[src/rtl/lane_downsizer.sv]
module lane_downsizer #(
  parameter int LANES  = 4,
  parameter int LANE_W = 8,
  localparam int IDX_W = (LANES > 1) ? $clog2(LANES) : 1
) (
  input  logic                    clk,
  input  logic                    rst,
  input  logic [LANES*LANE_W-1:0] in_lanes,
  input  logic [LANES-1:0]        in_en,
  input  logic                    in_valid,
  output logic                    in_ready,
  output logic [LANE_W-1:0]       out_lane,
  output logic                    out_valid,
  input  logic                    out_ready
);

  logic [LANES*LANE_W-1:0] word_q;
  logic [LANES-1:0]        left_q;
  logic [LANES-1:0]        low_oh;
  logic [IDX_W-1:0]        sel;
  logic                    last_one;
  logic                    out_fire;
  logic                    in_fire;

  always_comb begin
    sel = '0;
    for (int i = LANES - 1; i >= 0; i--)
      if (left_q[i]) sel = IDX_W'(i);
  end

  assign low_oh    = left_q & (~left_q + 1'b1);
  assign last_one  = (left_q == low_oh);
  assign out_valid = |left_q;
  assign out_lane  = word_q[sel*LANE_W +: LANE_W];
  assign out_fire  = out_valid & out_ready;
  assign in_ready  = ~out_valid | (out_fire & last_one);
  assign in_fire   = in_valid & in_ready;

  always_ff @(posedge clk) begin
    if (rst)
      left_q <= '0;
    else if (in_fire)
      left_q <= in_en;
    else if (out_fire)
      left_q <= left_q & ~low_oh;
  end

  always_ff @(posedge clk) begin
    if (in_fire) word_q <= in_lanes;
  end

endmodule

[config.mk]
export PLATFORM = sky130hd
export DESIGN_NAME = lane_downsizer
export DESIGN_NICKNAME = d
export VERILOG_FILES = /design/src/rtl/lane_downsizer.sv
export SDC_FILE = /design/constraint.sdc
export NUM_CORES = 1
export LEC_CHECK = 0
export BUFFER_PORTS_ARGS = -buffer_cell sky130_fd_sc_hd__buf_4
export CORE_MARGIN = 1
export CORE_UTILIZATION = 48
export DETAILED_ROUTE_END_ITERATION = 12
export GPL_ROUTABILITY_DRIVEN = 0
export HOLD_SLACK_MARGIN = 0.12
export PLACE_DENSITY = 0.89
export SYNTH_ARGS = -nofsm -noshare
export SYNTH_HDL_FRONTEND = slang
export SYNTH_SLANG_ARGS = --single-unit
[constraint.sdc]
create_clock -name clk -period 2.75 [get_ports clk]
set_input_delay 0.55 -clock clk [delete_from_list [all_inputs] [get_ports clk]]
set_output_delay 0.55 -clock clk [all_outputs]
set_load 0.01 [all_outputs]
==> results.cfg <==
[worst_setup_path]
r2r_cells = 5
crit_chain = o21ai_1 > mux4_2 > buf_4
crit_arrival_ps = 1990
crit_family = compound AO/OA/AOI/OAI gates
path_max_fanout = 8
required_ps = 2200
path_buf_inv = 1
max_stage_delay_ps = 720
cp_num_cells = 3
critPathKind = register to primary output
end_kind = primary output
startpoint_type = register
critPathSlowestCell = o21ai_1

[power]
power_mw = 1.23
power_leakage_nw = 0.739
switching_power_uw = 268
powerDensity_mw_per_mm2 = 659
internal_power_uw = 965
p_sw_share_pct = 21.8
clock_power_share_pct = 28.8
pwr-share-comb_pct = 17.4
seq_power_share_pct = 53.7
ir_drop_mv = 0.536

[routing]
vias = 849
route.detailed.drc = 0
drt_first_pass_iters = 4
vias_per_cell = 5.37
dr.first_iter.drc_count = 22
wl_per_cell_um = 15.1
final_antenna_net_count = 0
drt-total-wl_um = 2390

[flow_run]
maxCapViolCount = 0

[global_route]
grt_pass1_vias = 835
grt_overflow_total = 0
grt_first_pass_wirelength_um = 3790
grt_usage_pct = 17.3
antenna_found_initial = 0
grt_max_degree = 33

[logic_synthesis]
synth-seq-cells = 36
synthesis.area_mm2 = 0.00138
syn-instance-count = 69
syn_nets = 109
ys.warnings.count = 0
avgSynthCellArea_um2 = 20.0
seq_area_frac_synth_pct = 75.4
synth_cell_types = 21

[floorplanning]
dieArea_mm2 = 0.00310
top_level_ports = 50
initial_core_util_pct = 50.5
die_h_um = 55.6
core_area_mm2 = 0.00273
die_w_um = 55.6
num_rows = 19

[cells_and_area]
finish.utilization_pct = 68.5
final_cell_mix = 51 x buf_4, 32 x edfxtp_1, 8 x mux4_2, 5 x clkbuf_4, 4 x dfxtp_1
layout-drive-gt1-share_pct = 55.9
nets = 166
mostFrequentLayoutCell = buf_4
syn_to_final_growth_pct = 35.5
n_antenna_cell = 0

[clock_tree]
cts.repair.resized = 0
cts_setup_buffers = 0
cts-root-buf = clkbuf_4
cts_tree = yes
cts_buffers = 5
cts_buffer_depth = 2
clock_latency_ps = 330
cts_max_level = 2
ctsHoldBuffers = 0
clkTransAtPathRegs_ps = 110
cts_sinks = 36

[sta]
worstMarginPinSlew_ps = 884
clock.fmax_mhz = 394
finalCriticalPeriod_ps = 2540
setup_tns_ps = 0
finalHoldViolations = 0
setup_violations = 0
finalCritPeriodShare_pct = 92.4
timing.slew.headroom_pct = 40.7
fin_ws_ps = 209
rsz0062_at_grt = false
fin_skew_ps = 11.5
slew_viol_final = 0

[placement]
io_buffers = 49
hpwl_um = 1750
post-place-ws_ps = 582

[min_path]
hp-class = input pin to register
whs_path_depth = 1

[status]
outcome = finished clean
==> cell usage after synthesis <==
library cell	count	share of area (%)
a21oi_1	1	0.36
a31o_2	3	1.9
and2_1	1	0.45
buf_4	1	0.54
dfxtp_1	4	5.8
edfxtp_1	32	70
inv_1	1	0.27
maj3_1	1	0.72
mux4_2	8	13
nand2_1	2	0.54
nand2b_1	2	0.91
nand3b_1	1	0.54
nor2_1	2	0.54
nor2b_1	2	0.91
nor3_1	1	0.36
nor3b_1	1	0.54
o21ai_0	2	0.72
o21ai_1	1	0.36
o21ai_2	1	0.63
o21ba_2	1	0.72
o21bai_1	1	0.54
==> worst paths after layout <==
path	from	to	slack (ps)
setup / recovery	left_q[3]	out_lane[1]	210
hold / removal	in_lanes[3]	word_q[3]	380
setup reg to reg	left_q[2]	word_q[1]	740
hold reg to reg	left_q[3]	left_q[3]	590
==> routing by layer <==
| layer | vias up | track usage [%] | routed length [µm] |
|---|---|---|---|
| met5 | - | 0 | 0 |
| met2 | 47 | 25.3 | 1150 |
| li1 | 396 | - | - |
| met1 | 400 | 20.5 | 949 |
| met4 | 0 | 8.93 | 51 |
| met3 | 6 | 9.53 | 239 |
==> metrics by stage <==
stage                     area [µm²]  hold slack, ps  std cells
after floorplan                 1380             507         69
after global placement          1800             523        150
after CTS                       1870             366        158
after global routing            1870             340        158
after detailed placement        1800             566        150
final                           1870             381        158
==> sequential cells by signal (all words and copies together) (netlist names) <==
signal,cells
word_q,32
left_q,4
==> area by class of cell <==
class	count	area, µm²
flip-flops and latches	36	1040
fillers	193	862
repair buffers	51	383
multi-input cells	31	329
clock buffers	6	41.3
well taps	31	38.8
clock inverters	2	35.0
inverters	1	3.75
==> worst register-to-register path: stages (launching register included) <==
cell,delay [ps]
dfxtp_1,360
maj3_1,360
o21ba_2,220
o21ai_2,210
and2_1,160
buf_4,350
==> kinds of logic (layout without fill, tap and decap cells) <==
kind of cell / Yosys count / count (layout) / share of synthesized area (%)
flops: 36 / 36 / 75.4
compound gates: 10 / 10 / 5.25
simple gates: 12 / 12 / 4.80
buf+inv: 2 / 60 / 0.815
fa+ha+maj: 1 / 1 / 0.725
mux: 8 / 8 / 13.0
==> power by group through the flow <==
stage / clock network (mW) / logic [mW] / registers [mW]
final: 0.356 / 0.215 / 0.663
after global routing: 0.398 / 0.231 / 0.666
after CTS: 0.368 / 0.219 / 0.664
after detailed placement: 0 / 0.219 / 0.676
after global placement: 0 / 0.212 / 0.673
after floorplan: 0 / 0.111 / 0.671
No activity file was read; power rests on OpenSTA's default activity.
